## src/rtl/ustep_pkg.sv

```systemverilog
package ustep_pkg;
  localparam int QBITS  = 7;
  localparam int IDX_W  = QBITS + 2;
  localparam int QSTEPS = 1 << QBITS;
  localparam int MODE_W = 3;
  localparam int PCT_W  = 7;

  typedef logic [IDX_W-1:0]  idx_t;
  typedef logic [MODE_W-1:0] mode_t;
  typedef logic [PCT_W-1:0]  pct_t;

  localparam mode_t MODE_FULL = '0;

  // Rational sine approximation over a half period of 2*QSTEPS units,
  // rounded to an integer percent. Used only at elaboration time.
  function automatic int amp_pct(input int k);
    int h;
    int p;
    int d;
    h = 2 * QSTEPS;
    p = k * (h - k);
    d = (5 * h * h) / 4 - p;
    return (800 * p + d) / (2 * d);
  endfunction

  // Index distance covered by one step of a resolution.
  function automatic idx_t step_span(input mode_t m);
    if (m == MODE_FULL) return idx_t'(QSTEPS);
    return idx_t'(1) << (QBITS - int'(m));
  endfunction

  // Home index: zero angle for the finer modes, -45 degrees for full step.
  function automatic idx_t home_idx(input mode_t m);
    if (m == MODE_FULL) return idx_t'(3 * QSTEPS + QSTEPS / 2);
    return '0;
  endfunction

  // Next index for one step, including the snap on a resolution change.
  function automatic idx_t next_idx(input idx_t cur, input mode_t m, input logic rev);
    idx_t span;
    idx_t mask;
    idx_t base;
    if (m == MODE_FULL) begin
      if (cur[QBITS-1:0] == QBITS'(QSTEPS / 2))
        return rev ? idx_t'(cur - idx_t'(QSTEPS)) : idx_t'(cur + idx_t'(QSTEPS));
      return (cur & ~idx_t'(QSTEPS - 1)) | idx_t'(QSTEPS / 2);
    end
    span = step_span(m);
    mask = span - idx_t'(1);
    base = cur & ~mask;
    if (!rev) return idx_t'(base + span);
    if ((cur & mask) != '0) return base;
    return idx_t'(cur - span);
  endfunction
endpackage

```

## src/rtl/step_sync.sv

```systemverilog
module step_sync #(
  parameter int SYNC_STAGES = 2
) (
  input  logic clk,
  input  logic sleep_n,
  input  logic step_in,
  output logic step_rise
);
  logic [SYNC_STAGES-1:0] chain;
  logic                   last_q;

  generate
    if (SYNC_STAGES == 1) begin : g_one
      always_ff @(posedge clk) begin
        if (!sleep_n) chain <= '0;
        else          chain <= step_in;
      end
    end else begin : g_many
      always_ff @(posedge clk) begin
        if (!sleep_n) chain <= '0;
        else          chain <= {chain[SYNC_STAGES-2:0], step_in};
      end
    end
  endgenerate

  always_ff @(posedge clk) begin
    if (!sleep_n) last_q <= 1'b0;
    else          last_q <= chain[SYNC_STAGES-1];
  end

  assign step_rise = chain[SYNC_STAGES-1] & ~last_q;

  // a held-high step input yields a single advance pulse
  p_rise_single_r1: assert property (@(posedge clk) disable iff (!sleep_n)
    step_rise |=> !step_rise);
endmodule

```

## src/rtl/pos_track.sv

```systemverilog
module pos_track
  import ustep_pkg::*;
(
  input  logic  clk,
  input  logic  sleep_n,
  input  logic  clr_n,
  input  logic  step_rise,
  input  logic  dir_in,
  input  mode_t mode_sel,
  output idx_t  idx,
  output mode_t mode_q,
  output logic  at_home
);
  always_ff @(posedge clk) begin
    if (!sleep_n || !clr_n) begin
      idx    <= home_idx(mode_sel);
      mode_q <= mode_sel;
    end else if (step_rise) begin
      idx    <= next_idx(idx, mode_sel, dir_in);
      mode_q <= mode_sel;
    end
  end

  assign at_home = (idx == home_idx(mode_q));

  p_hold_pos_r1: assert property (@(posedge clk) disable iff (!sleep_n)
    (clr_n && !step_rise) |=> $stable(idx));

  p_clear_home_r6: assert property (@(posedge clk) disable iff (!sleep_n)
    !clr_n |=> at_home);

  p_full_grid_r10: assert property (@(posedge clk) disable iff (!sleep_n)
    (mode_q == MODE_FULL) |-> (idx[QBITS-1:0] == QBITS'(QSTEPS / 2)));

  p_fine_grid_r9: assert property (@(posedge clk) disable iff (!sleep_n)
    (clr_n && step_rise && mode_sel != MODE_FULL)
      |=> ((idx & (step_span(mode_q) - idx_t'(1))) == '0));
endmodule

```

## src/rtl/hold_timer.sv

```systemverilog
module hold_timer #(
  parameter int HOLD_CYCLES = 1000
) (
  input  logic clk,
  input  logic sleep_n,
  input  logic step_rise,
  output logic hold_req
);
  localparam int CW = $clog2(HOLD_CYCLES + 1);
  logic [CW-1:0] idle_cnt;

  always_ff @(posedge clk) begin
    if (!sleep_n) begin
      idle_cnt <= '0;
      hold_req <= 1'b0;
    end else if (step_rise) begin
      idle_cnt <= '0;
      hold_req <= 1'b0;
    end else begin
      if (idle_cnt != CW'(HOLD_CYCLES)) idle_cnt <= idle_cnt + CW'(1);
      if (idle_cnt == CW'(HOLD_CYCLES - 1)) hold_req <= 1'b1;
    end
  end

  p_hold_clear_r13: assert property (@(posedge clk) disable iff (!sleep_n)
    step_rise |=> !hold_req);
endmodule

```

## src/rtl/phase_map.sv

```systemverilog
module phase_map
  import ustep_pkg::*;
#(
  parameter int AMP_W = 8
) (
  input  logic             clk,
  input  logic             sleep_n,
  input  idx_t             idx,
  input  mode_t            mode_q,
  input  logic             drive_on,
  output logic [AMP_W-1:0] wind_a,
  output logic [AMP_W-1:0] wind_b
);
  localparam pct_t FULL_PCT = pct_t'(amp_pct(QSTEPS));

  pct_t rom [0:QSTEPS];
  generate
    for (genvar g = 0; g <= QSTEPS; g++) begin : g_rom
      assign rom[g] = pct_t'(amp_pct(g));
    end
  endgenerate

  logic [1:0]       quad;
  logic [QBITS:0]   k_fw;
  logic [QBITS:0]   k_bw;
  pct_t             mag_a;
  pct_t             mag_b;
  logic             neg_a;
  logic             neg_b;
  logic [AMP_W-1:0] ext_a;
  logic [AMP_W-1:0] ext_b;

  always_comb begin
    quad  = idx[IDX_W-1 -: 2];
    k_fw  = {1'b0, idx[QBITS-1:0]};
    k_bw  = (QBITS+1)'(QSTEPS) - k_fw;
    neg_a = quad[0] ^ quad[1];
    neg_b = quad[1];
    if (mode_q == MODE_FULL) begin
      mag_a = FULL_PCT;
      mag_b = FULL_PCT;
    end else begin
      mag_a = quad[0] ? rom[k_fw] : rom[k_bw];
      mag_b = quad[0] ? rom[k_bw] : rom[k_fw];
    end
    ext_a  = AMP_W'(mag_a);
    ext_b  = AMP_W'(mag_b);
    wind_a = drive_on ? (neg_a ? -ext_a : ext_a) : '0;
    wind_b = drive_on ? (neg_b ? -ext_b : ext_b) : '0;
  end

  p_amp_range_r3: assert property (@(posedge clk) disable iff (!sleep_n)
    drive_on |-> ($signed(wind_a) <= 100 && $signed(wind_a) >= -100 &&
                  $signed(wind_b) <= 100 && $signed(wind_b) >= -100));

  p_full_mag_r4: assert property (@(posedge clk) disable iff (!sleep_n)
    (drive_on && mode_q == MODE_FULL) |->
      (($signed(wind_a) == 100 || $signed(wind_a) == -100) &&
       ($signed(wind_b) == 100 || $signed(wind_b) == -100)));
endmodule

```

## src/rtl/ustep_indexer.sv

```systemverilog
module ustep_indexer
  import ustep_pkg::*;
#(
  parameter int AMP_W       = 8,
  parameter int SYNC_STAGES = 2,
  parameter int HOLD_CYCLES = 1000
) (
  input  logic             clk,
  input  logic             sleep_n,
  input  logic             clr_n,
  input  logic             amp_en,
  input  logic             step_in,
  input  logic             dir_in,
  input  logic [2:0]       mode_sel,
  output logic [AMP_W-1:0] wind_a,
  output logic [AMP_W-1:0] wind_b,
  output logic             drive_on,
  output logic             at_home,
  output logic             hold_req
);
  logic  step_rise;
  idx_t  idx;
  mode_t mode_q;

  assign drive_on = amp_en & sleep_n;

  step_sync #(.SYNC_STAGES(SYNC_STAGES)) u_sync (
    .clk(clk), .sleep_n(sleep_n), .step_in(step_in), .step_rise(step_rise)
  );

  pos_track u_pos (
    .clk(clk), .sleep_n(sleep_n), .clr_n(clr_n), .step_rise(step_rise),
    .dir_in(dir_in), .mode_sel(mode_sel), .idx(idx), .mode_q(mode_q),
    .at_home(at_home)
  );

  hold_timer #(.HOLD_CYCLES(HOLD_CYCLES)) u_hold (
    .clk(clk), .sleep_n(sleep_n), .step_rise(step_rise), .hold_req(hold_req)
  );

  phase_map #(.AMP_W(AMP_W)) u_map (
    .clk(clk), .sleep_n(sleep_n), .idx(idx), .mode_q(mode_q),
    .drive_on(drive_on), .wind_a(wind_a), .wind_b(wind_b)
  );

  p_sleep_off_r7: assert property (@(posedge clk)
    !sleep_n |=> (!hold_req && at_home));
endmodule

```

## config.mk

```make
export PLATFORM = sky130hd
export DESIGN_NAME = ustep_indexer
export DESIGN_NICKNAME = d
export VERILOG_FILES = /design/src/rtl/ustep_pkg.sv /design/src/rtl/step_sync.sv /design/src/rtl/pos_track.sv /design/src/rtl/hold_timer.sv /design/src/rtl/phase_map.sv /design/src/rtl/ustep_indexer.sv
export SDC_FILE = /design/constraint.sdc
export NUM_CORES = 1
export LEC_CHECK = 0
export BUFFER_PORTS_ARGS = -buffer_cell sky130_fd_sc_hd__clkbuf_2
export CORE_ASPECT_RATIO = 0.6
export CORE_UTILIZATION = 65
export CTS_CLUSTER_DIAMETER = 120
export DETAILED_ROUTE_END_ITERATION = 8
export PLACE_DENSITY = 0.84
export REMOVE_ABC_BUFFERS = 1
export SLEW_MARGIN = 20
export SYNTH_ARGS = -nofsm -noshare
export SYNTH_HDL_FRONTEND = slang
export SYNTH_HIERARCHICAL = 1
export SYNTH_SLANG_ARGS = --single-unit
export TNS_END_PERCENT = 1
```

## constraint.sdc

```tcl
create_clock -name clk -period 10.6 [get_ports clk]
set_input_delay 2.12 -clock clk [delete_from_list [all_inputs] [get_ports clk]]
set_output_delay 2.12 -clock clk [all_outputs]
set_load 0.03 [all_outputs]
```

Yosys cells after proc, flatten, opt, wreduce, memory -nomap -nowiden
Memory sizes are Yosys's and may differ from the RTL's.
Cells that the tools add are included.
{ "word_totals": {"out_inout_bits": 19, "elab_cells": 98, "memories": 2, "in_bits": 9, "register_bits": 26, "romBits": 3584} }
{ "memory_table": {"columns": ["memory", "depth", "width", "rd", "rd_clocked_by_memory_dff", "write_ports", "line", "text"], "rows": [
  ["(name not given)", 256, 7, 1, 0, 0, "phase_map.sv:43", "mag_a = quad[0] ? rom[k_fw] : rom[k_bw];"],
  ["(name not given)", 256, 7, 1, 0, 0, "phase_map.sv:43", null]
]} }
{ "classes": {"reduce_logical": 8, "n_eq_ne": 4, "n_addsub": 10, "magnitude_cmp": 2, "mux": 55, "bitwise_logic": 10, "n_shift": 1} }
{ "ops": {"columns": ["operator", "count"], "rows": [
  ["$mux W9", 20],
  ["$mux W7", 8],
  ["$mux W8", 4],
  ["$shl A1 B32 Y9 const A", 1],
  ["$mux W1", 21],
  ["$and A9 B9 Y9", 2],
  ["$ge A9 B9 Y1 const B", 2],
  ["$neg A7 Y8", 2],
  ["$add A10 B1 Y10 const B", 1],
  ["$eq A10 B10 Y1 const B", 1],
  ["$ne A10 B10 Y1 const B", 1],
  ["$add A9 B8 Y9 const B", 1],
  ["$add A9 B9 Y9", 1],
  ["$eq A9 B9 Y1", 1],
  ["$not A7 Y9", 1],
  ["$not A8 Y9", 1],
  ["$not A9 Y9", 1],
  ["$reduce_bool A9 Y1", 1],
  ["$sub A9 B1 Y9 const B", 1],
  ["$sub A9 B8 Y9 const B", 1],
  ["$sub A9 B9 Y9", 1],
  ["$sub A8 B7 Y8 const A", 1],
  ["$eq A7 B7 Y1 const B", 1],
  ["$logic_not A3 Y1", 2],
  ["other kinds (9)", 13]
]} }

Depth between registers and ports, before layout
Gate-level depths: netlist of the first run.
{ "depth": {"word_depth": 24, "depth_mapped": 20, "depth_no_buf": 16} }

Hierarchy
Netlist of the first run, hierarchy kept.
{ "by_module_without_submodules": {"columns": ["mod", "cells_each", "n_inst", "seq_area_each_um2", "area_each_um2"], "rows": [
  ["phase_map", 435, 1, 0.0, 2926.6],
  ["pos_track", 225, 1, 360.3, 1791.7],
  ["hold_timer", 60, 1, 220.2, 543.0],
  ["step_sync", 7, 1, 60.1, 92.6],
  ["ustep_indexer", 1, 1, 0.0, 6.3]
]} }

Worst setup path after synthesis of the first run
Ideal clock, no wire load.
{ "synth_timing": {"kind": "reg2out", "from": "reg u_pos.idx[1]", "to": "out wind_b[6]", "path_buffers": 3, "t_required_ns": 8.480, "stages_incl_launch_ff": 19, "path_slack_ns": 4.238, "t_arrival_ns": 4.242, "cell_sequence": "edfxtp_1 -> clkbuf_1 -> inv_1 -> ha_1 -> buf_4 -> inv_1 -> ha_1 -> clkbuf_1 -> clkinv_1 -> or3_1 -> o2111ai_1 -> o2111ai_2 -> a31oi_4 -> nand2_1 -> ha_1 -> inv_1 -> nor2_1 -> a21oi_1 -> mux2i_1"} }
{ "synth_via": {"elab_chain_cells": 10, "word_cells_on_any_way": 14, "cone_classes": "add/sub: 2; mux: 8; bitwise: 2; memory: 2"} }
{ "synth_rtl": {"columns": ["item", "line", "text"], "rows": [
  ["start, declared", "pos_track.sv:10", "output idx_t idx,"],
  ["start signal, assigned", "pos_track.sv:16", "idx <= home_idx(mode_sel);"],
  ["start signal, assigned", "pos_track.sv:19", "idx <= next_idx(idx, mode_sel, dir_in);"],
  ["$sub A8 B7 Y8", "phase_map.sv:36", "k_bw = (QBITS+1)'(QSTEPS) - k_fw;"],
  ["$not A8 Y9 (not written as such)", "phase_map.sv:44", "mag_b = quad[0] ? rom[k_bw] : rom[k_fw];"],
  ["$mem_v2 Z256 W7", null, null],
  ["$mux W7", null, null],
  ["$mux W7 (not written as such)", "phase_map.sv:44", null],
  ["$mux W7 (*)", "phase_map.sv:44", null],
  ["$mux W7 (*)", "phase_map.sv:39", "if (mode_q == MODE_FULL) begin"],
  ["$neg A7 Y8", "phase_map.sv:49", "wind_b = drive_on ? (neg_b ? -ext_b : ext_b) : '0;"],
  ["$mux W8 (*) (2 in series)", "phase_map.sv:49", null],
  ["end, declared", "ustep_indexer.sv:16", "output logic [AMP_W-1:0] wind_b,"]
]} }
Every way passes the cells marked *; elsewhere a longest branch is shown, timed or not. The select of a mux whose other input is x is not followed.

Worst setup path in the final report of the first run
{ "layout_timing": {"from": "reg u_pos.idx[1]", "to": "out wind_b[4]"} }
The elaborated chain is that of the path after synthesis.

==> impl_metrics.ini, run 1 <==
[run_status]
status = finished, final reports clean

[route]
routed_via_density = 7.20
drtIter0Drc = 936
dr.pass1.iters = 6
ant_nets = 0
routed-via-count = 5874
post_drt_wl_per_cell_microns = 21.1
drt_wl_total_mm = 17.2
post-route-drc-count = 0

[run]
drv_cap = 0

[min_path]
hold_end = u_sync/chain[1]$_SDFF_PN0_
worstHoldStart = u_sync/chain[0]$_SDFF_PN0_
whs_path_depth = 1
hp-class = reg2reg

[worst_setup_path]
r2r_setup_slack_ns = 7.52
reg2regPathDepth = 10
worst_path_largest_cell_delay_ns = 0.75
r2r_start = u_pos/idx[0]$_SDFFCE_PP0P_
critPathMaxFanout = 21
worstReg2RegEnd = u_pos/idx[8]$_DFFE_PP_
crit_start = u_pos/idx[1]$_SDFFCE_PP0P_
critPathSlowestCell = ha_1
crit_chain = inv_1, ha_1, inv_1, ha_1, clkinv_1, nor2_1, o21ai_0, a221oi_1, nor3_1, o21ai_0, ha_1, inv_1, o31ai_1, xnor2_1, nor2_1, clkbuf_2
arrival_ns = 5.59
crit_path_start_kind = flop
required_ns = 8.48
worstSetupPathType = reg2out
endpoint_kind = primary output

[global_route]
grt_pass1_wl_mm = 26.9
gr-usage-all-layers_pct = 39.2
grt_pass1_vias = 5078
overflow = 0
antenna_found_initial = 0
grt_max_degree = 45

[floorplanning]
die_h_microns = 72.3
start_util_pct = 67.5
coreArea_sq_um = 7950
die_area_sq_um = 8630
die_width_microns = 119
rows = 25
ios = 28

[clock_tree]
post-cts-setup-buffers = 0
clk_pin_slew_worst_paths_ns = 0.07
holdBufCountCts = 0
clock_latency_ns = 0.26
cts_inserted_buffers = 3
clockRootBuffer = clkbuf_16
cts_sinks = 26
cts.repair.resized = 0
cts_max_level = 1
cts_tree = yes
cts.path.max_buffers = 2

[place]
dp_hpwl_mm = 12.7
io_buffer_count = 27
place.gp.congestion = 1.05

[timing]
maxSlewHeadroom_pct = 24.9
slew_violations = 0
fin_crit_sh_pct = 72.7
hold_viol = 0
clock_skew_ns = 0.00403
tightest_slew_ns = 1.12
fmax_ghz = 0.130
rsz0062_at_grt = false
setup_viol = 0
min_period_ns = 7.71
tns_ns = 0

[pwr]
p_switching_mw = 0.380
ir_drop_v = 0.0000762
p_total_mw = 0.736
seq_power_share_pct = 16.7
p_per_area_nw_per_um2 = 134
p_clk_share_pct = 13.8
internal_power_mw = 0.355
pwr-share-comb_pct = 69.5
switching_share_pct = 51.7
leakagePower_nw = 2.08

[synth]
synth-seq-cells = 26
synthArstFlopShare_pct = 0
netlist_area_sq_um = 5360
synth_top_area_share_pct = 8.64
synth_cell_types = 104
synth_area_leaders = ha_1 (8.6%), edfxtp_1 (6.7%), dfxtp_1 (5.2%), nor2_1 (5.0%), nand2_1 (4.3%)
synth_edf_count = 12
yosysTopAreaCell = ha_1
avgSynthCellArea_sq_um = 7.36
synth_common_cells = nor2_1 (71), nand2_1 (62), a21oi_1 (45)
post-synth-top-count-cell = nor2_1
seq_area_frac_synth_pct = 12.0
synthFlopType = dfxtp_1
yosysWarnings = 6
synth_cells = 728

[layout]
area_delta_synth_final_pct = 2.15
fin_nets = 757
n_fill_cell = 673
antennaDiodeCount = 0
layout-drive-gt1-share_pct = 11.9
-- through the flow --
stage	util [%]	setup WS [ns]	cells	instance area [sq um]	hold WS, ns
global placement	67.7	3.63	812	5380	0.408
finish	68.9	2.89	816	5480	0.463
detailed placement	67.7	3.34	812	5380	0.446
floorplan	-	3.83	670	5050	0.406
global route	68.9	2.58	816	5480	0.485
CTS	68.9	3.04	816	5480	0.470
-- layout make-up --
class	count	area, sq um	area share [%]
well taps	108	135	2.47
inverters	35	131	2.40
flip-flops and latches	26	641	11.7
multi-input cells	609	4280	78.2
clock buffers	4	100	1.83
repair buffers	34	188	3.43
-- worst max-delay path by stage --
stage | endpoint | slack [ns] | depth (start not counted)
6_report | wind_b[4] | 2.89 | 16
5_1_grt | wind_b[4] | 2.58 | 16
4_1_cts | wind_b[4] | 3.04 | 16
3_5_place_dp | wind_b[4] | 3.34 | 16
3_3_place_gp | wind_b[4] | 3.63 | 16
2_1_floorplan | wind_b[6] | 3.83 | 14
-- layer usage --
metal / up-vias / wire [microns] / track usage (%)
li1: 2673 / - / -
met1: 2735 / 7290 / 56.5
met2: 422 / 6830 / 54.9
met3: 42 / 2780 / 15.0
met4: 2 / 204 / 5.63
met5: - / 81 / 6.82
-- kinds of logic (layout without fill, tap and decap cells) --
kind of cell	Yosys count	count (layout)	synth area share [%]
simple gates	291	291	28.9
mux	23	23	4.90
flops	26	26	12.0
xor+xnor	29	29	5.37
buf+inv	93	73	8.19
fa+ha+maj	39	39	9.38
compound gates	227	227	31.3
-- power by group through the flow --
stage                     Sequential (mW)  Combinational, mW  Clock [mW]
after CTS                           0.122              0.487       0.103
after global routing                0.124              0.543       0.108
after detailed placement            0.124              0.485           0
after global placement              0.124              0.476           0
after floorplan                     0.134              0.349           0
final                               0.123              0.512       0.102
-- state kept, by name, summed over array words and instances, names as in the netlist --
| register | count |
|---|---|
| u_hold/idle_cnt | 10 |
| u_pos/idx | 9 |
| u_pos/mode_q | 3 |
| u_sync/chain | 2 |
| u_hold/hold_req | 1 |
| u_sync/last_q | 1 |
-- worst max-delay path: cells and delay by family, from the launching register on --
family                     cells  cell delay (ns)
xor gates and xnor gates       1             0.12
AOI/OAI and AO/OA              4             1.16
adders and majority gates      3             1.54
DFF                            1             0.69
and+or+nand+nor                3             0.47
buffers and inverters          5             1.33
-- placed cells by master, fill, tap and decap left out, types with 11 or more instances in the layout --
master    netlist  routed
and2_1         14      14
dfxtp_1        14      14
nor2b_1        14      14
ha_1           37      37
clkbuf_2        0      27
o21ai_0        37      37
nor2_1         71      71
mux2i_1        15      15
nand2b_1       16      16
inv_1          32      32
a31oi_1        11      11
nor3_1         27      27
o211ai_1       13      13
xnor2_1        20      20
nand3_1        18      18
nand2_1        62      62
edfxtp_1       12      12
a21oi_1        45      45
Note: power is estimated with default switching activity, not from simulation.
==> run 2: changes to the inputs <==
Settings changed: CORE_UTILIZATION 65 to 64, PLACE_DENSITY 0.84 to 0.83.
Clock period 10.6 ns to 8 ns, I/O delays scaled along.
==> impl_metrics.ini, run 2 (synthesis results as in run 1) <==
[layout]
area_delta_synth_final_pct = 2.43
final_cell_mix = nor2_1 (71), nand2_1 (62), a21oi_1 (45), o21ai_0 (37), ha_1 (37)
largest_register_ffs = 10
reg_top3 = u_hold/idle_cnt (10), u_pos/idx (9), u_pos/mode_q (3)
mostFrequentLayoutCell = nor2_1
layout-drive-gt1-share_pct = 12.1
fin_nets = 759
fin_area_sq_um = 5490
fin_cells = 818
top_register = u_hold/idle_cnt
antennaDiodeCount = 0

[timing]
hold_viol = 0
tns_ns = 0
rsz0062_at_grt = false
min_period_ns = 7.18
fin_crit_sh_pct = 89.7
setup_viol = 0
slew_violations = 0
layout_setup_ws_ns = 0.820
tightest_slew_ns = 1.08
fmax_ghz = 0.139
maxSlewHeadroom_pct = 27.5
clock_skew_ns = 0.00687

[pwr]
p_switching_mw = 0.508
p_total_mw = 0.981
seq_power_share_pct = 16.5
p_clk_share_pct = 14.2
p_per_area_nw_per_um2 = 179
ir_drop_v = 0.0000932
leakagePower_nw = 2.09
internal_power_mw = 0.473
pwr-share-comb_pct = 69.3
switching_share_pct = 51.8

[place]
io_buffer_count = 27
place.gp.congestion = 1.07
place_inst = 814
dp_hpwl_mm = 12.6
placed_area_sq_um = 5390
dp_slack_ns = 1.37

[global_route]
gr-usage-all-layers_pct = 39.1
grt_pass1_vias = 5155
grt_pass1_wl_mm = 27.1
grt_max_degree = 45
overflow = 0
antenna_found_initial = 0

[route]
routed_via_density = 7.11
drt_wl_total_mm = 17.0
dr.pass1.iters = 5
post_drt_wl_per_cell_microns = 20.8
drtIter0Drc = 960
routed-via-count = 5818
ant_nets = 0
post-route-drc-count = 0

[worst_setup_path]
endpoint_kind = primary output
required_ns = 6.40
critPathMaxFanout = 21
crit_path_start_kind = flop
arrival_ns = 5.58
worstSetupPathType = reg2out

[run_status]
status = finished, final reports clean

[clock_tree]
clock_latency_ns = 0.27
cts_sinks = 26
holdBufCountCts = 0
clockRootBuffer = clkbuf_16
cts_tree = yes
cts_inserted_buffers = 3
clk_pin_slew_worst_paths_ns = 0.07
cts.repair.resized = 0
cts.path.max_buffers = 2
cts_max_level = 1
post-cts-setup-buffers = 0

[floorplanning]
coreArea_sq_um = 8010
die_area_sq_um = 8760
die_width_microns = 120
rows = 25
die_h_microns = 72.9
start_util_pct = 66.9
ios = 28

[min_path]
hp-class = reg2reg

[run]
drv_cap = 0
-- run 2: cell types whose count changed in the layout (fill, tap and decap cells not counted) --
cell   before  now
buf_4       7    9
-- run 2: layer usage --
layer	share of wire [%]	global-route usage, %	up-vias
met5	0.44	6.25	-
met4	1.2	7.50	2
met3	15	14.0	27
met2	39	54.0	440
met1	44	56.9	2686
li1	-	-	2663
-- run 2: worst max-delay path, cell delays in order, from the launching register on --
cell and delay, ns:
edfxtp_1 0.71, inv_1 0.32, ha_1 0.51, inv_1 0.18, ha_1 0.76, clkinv_1 0.52
nor2_1 0.27, o21ai_0 0.11, a221oi_1 0.50, nor3_1 0.15, o21ai_0 0.25, ha_1 0.22
inv_1 0.06, o31ai_1 0.28, xnor2_1 0.12, nor2_1 0.10, clkbuf_2 0.22
-- run 2: power by group through the flow --
stage	clock (mW)	sequential (mW)	combinational [mW]
global route	0.146	0.163	0.722
detailed placement	0	0.164	0.643
global placement	0	0.164	0.632
CTS	0.140	0.161	0.647
floorplan	0	0.178	0.463
finish	0.139	0.162	0.680
-- run 2: cell type report --
| type | instances | area [sq um] |
|---|---|---|
| Sequential cell | 26 | 641 |
| Clock buffer | 4 | 100 |
| Tap cell | 108 | 135 |
| Timing Repair Buffer | 36 | 203 |
| Inverter | 35 | 131 |
| Multi-Input combinational cell | 609 | 4280 |
| Fill cell | 703 | 2520 |
-- run 2: stage by stage --
step / util, % / hold WS, ns
4_1_cts: 68.6 / 0.448
3_3_place_gp: 67.3 / 0.407
2_1_floorplan: - / 0.406
3_5_place_dp: 67.3 / 0.437
5_1_grt: 68.6 / 0.463
6_report: 68.6 / 0.457
-- run 2: path summary, 6_finish.rpt --
path | startpoint | end | slack, ns | cells past startpoint
setup reg to reg | u_pos/idx[0]$_SDFFCE_PP0P_ | u_pos/idx[8]$_DFFE_PP_ | 4.96 | 10
hold reg to reg | u_sync/chain[0]$_SDFF_PN0_ | u_sync/chain[1]$_SDFF_PN0_ | 0.46 | 1
setup / recovery | u_pos/idx[0]$_SDFFCE_PP0P_ | wind_b[4] | 0.82 | 16
hold / removal | u_sync/chain[0]$_SDFF_PN0_ | u_sync/chain[1]$_SDFF_PN0_ | 0.46 | 1
==> run 3: changes to the inputs <==
Settings changed: MAX_ROUTING_LAYER set to met4.
==> impl_metrics.ini, run 3 (synthesis results as in run 1) <==
[run_status]
status = finished, final reports clean

[clock_tree]
clock_latency_ns = 0.26
holdBufCountCts = 0
cts.repair.resized = 0
post-cts-setup-buffers = 0
cts_tree = yes
cts.path.max_buffers = 2
clockRootBuffer = clkbuf_16
cts_sinks = 26
cts_max_level = 1
cts_inserted_buffers = 3
clk_pin_slew_worst_paths_ns = 0.07

[worst_setup_path]
required_ns = 6.40
arrival_ns = 5.59
path_delay_family = adder cells
r2r_setup_slack_ns = 5.21
critPathSlowestCell = ha_1
worst_path_largest_cell_delay_ns = 0.75
endpoint_kind = primary output
worstSetupPathType = reg2out
critPathMaxFanout = 21
crit_path_start_kind = flop
crit_chain = inv_1, ha_1, inv_1, ha_1, clkinv_1, nor2_1, o21ai_0, a221oi_1, nor3_1, o21ai_0, ha_1, inv_1, o31ai_1, xnor2_1, nor2_1, clkbuf_2
cp_num_buf_inv = 5

[pwr]
p_total_mw = 0.978
p_per_area_nw_per_um2 = 178
seq_power_share_pct = 16.6
p_switching_mw = 0.505
internal_power_mw = 0.474
ir_drop_v = 0.000131
pwr-share-comb_pct = 69.6
leakagePower_nw = 2.09
p_clk_share_pct = 13.8
switching_share_pct = 51.6

[route]
routed_via_density = 7.25
dr.pass1.iters = 6
drtIter0Drc = 1004
post_drt_wl_per_cell_microns = 21.0
routed-via-count = 5920
drt_wl_total_mm = 17.1
ant_nets = 0
post-route-drc-count = 0

[global_route]
grt_max_degree = 45
grt_pass1_vias = 5039
overflow = 0
antenna_found_initial = 0
grt_pass1_wl_mm = 26.4
gr-usage-all-layers_pct = 39.5

[min_path]
hp-class = reg2reg

[timing]
slew_violations = 0
maxSlewHeadroom_pct = 23.4
tns_ns = 0
hold_viol = 0
rsz0062_at_grt = false
whs_ns = 0.429
clock_skew_ns = 0.00225
tightest_slew_ns = 1.14
fin_crit_sh_pct = 89.8
fmax_ghz = 0.139
min_period_ns = 7.19
setup_viol = 0

[layout]
layout-drive-gt1-share_pct = 12.0
fin_nets = 757
postLayoutCoreUtil_pct = 68.7
antennaDiodeCount = 0
fin_cells = 816
largest_register_ffs = 10
area_delta_synth_final_pct = 2.66
reg_top3 = u_hold/idle_cnt (10), u_pos/idx (9), u_pos/mode_q (3)
mostFrequentLayoutCell = nor2_1
final_cell_mix = nor2_1 (71), nand2_1 (62), a21oi_1 (45), o21ai_0 (37), ha_1 (37)
top_register = u_hold/idle_cnt

[floorplanning]
start_util_pct = 66.9
die_h_microns = 72.9
die_area_sq_um = 8760
ios = 28
die_width_microns = 120
rows = 25
coreArea_sq_um = 8010

[run]
drv_cap = 0

[place]
dp_hpwl_mm = 12.4
place.gp.congestion = 1.14
place_inst = 811
io_buffer_count = 27
-- run 3: power by group through the flow --
stage,logic (mW),clock network (mW),registers (mW)
after global placement,0.624,0,0.168
after global routing,0.720,0.143,0.164
final,0.681,0.135,0.162
after CTS,0.639,0.137,0.166
after floorplan,0.463,0,0.178
after detailed placement,0.636,0,0.168
-- run 3: worst paths after layout --
path                                                 start                         end  cells past startpoint
worst max register to register  u_pos/idx[0]$_SDFFCE_PP0P_      u_pos/idx[6]$_DFFE_PP_                     11
worst min-delay path            u_sync/chain[0]$_SDFF_PN0_  u_sync/chain[1]$_SDFF_PN0_                      1
worst min register to register  u_sync/chain[0]$_SDFF_PN0_  u_sync/chain[1]$_SDFF_PN0_                      1
worst max-delay path            u_pos/idx[1]$_SDFFCE_PP0P_                   wind_b[4]                     16
-- run 3: area by class of cell --
type | instances | area [sq um]
Fill cell | 671 | 2500
Inverter | 35 | 131
Clock buffer | 4 | 100
Timing Repair Buffer | 34 | 208
Multi-Input combinational cell | 609 | 4290
Sequential cell | 26 | 641
Tap cell | 108 | 135
-- run 3: through the flow --
step                instance area, sq um  setup WS, ns
global placement                    5370          1.58
finish                              5500         0.814
global route                        5500         0.525
CTS                                 5470          1.04
detailed placement                  5370          1.33
floorplan                           5050          1.75
-- run 3: metal layers --
metal | wire length, microns | GRT usage [%] | vias up
met4 | 201 | 5.28 | 0
met3 | 2750 | 13.8 | 43
met5 | 0 | - | -
met2 | 6680 | 52.0 | 448
li1 | - | - | 2669
met1 | 7510 | 57.6 | 2760
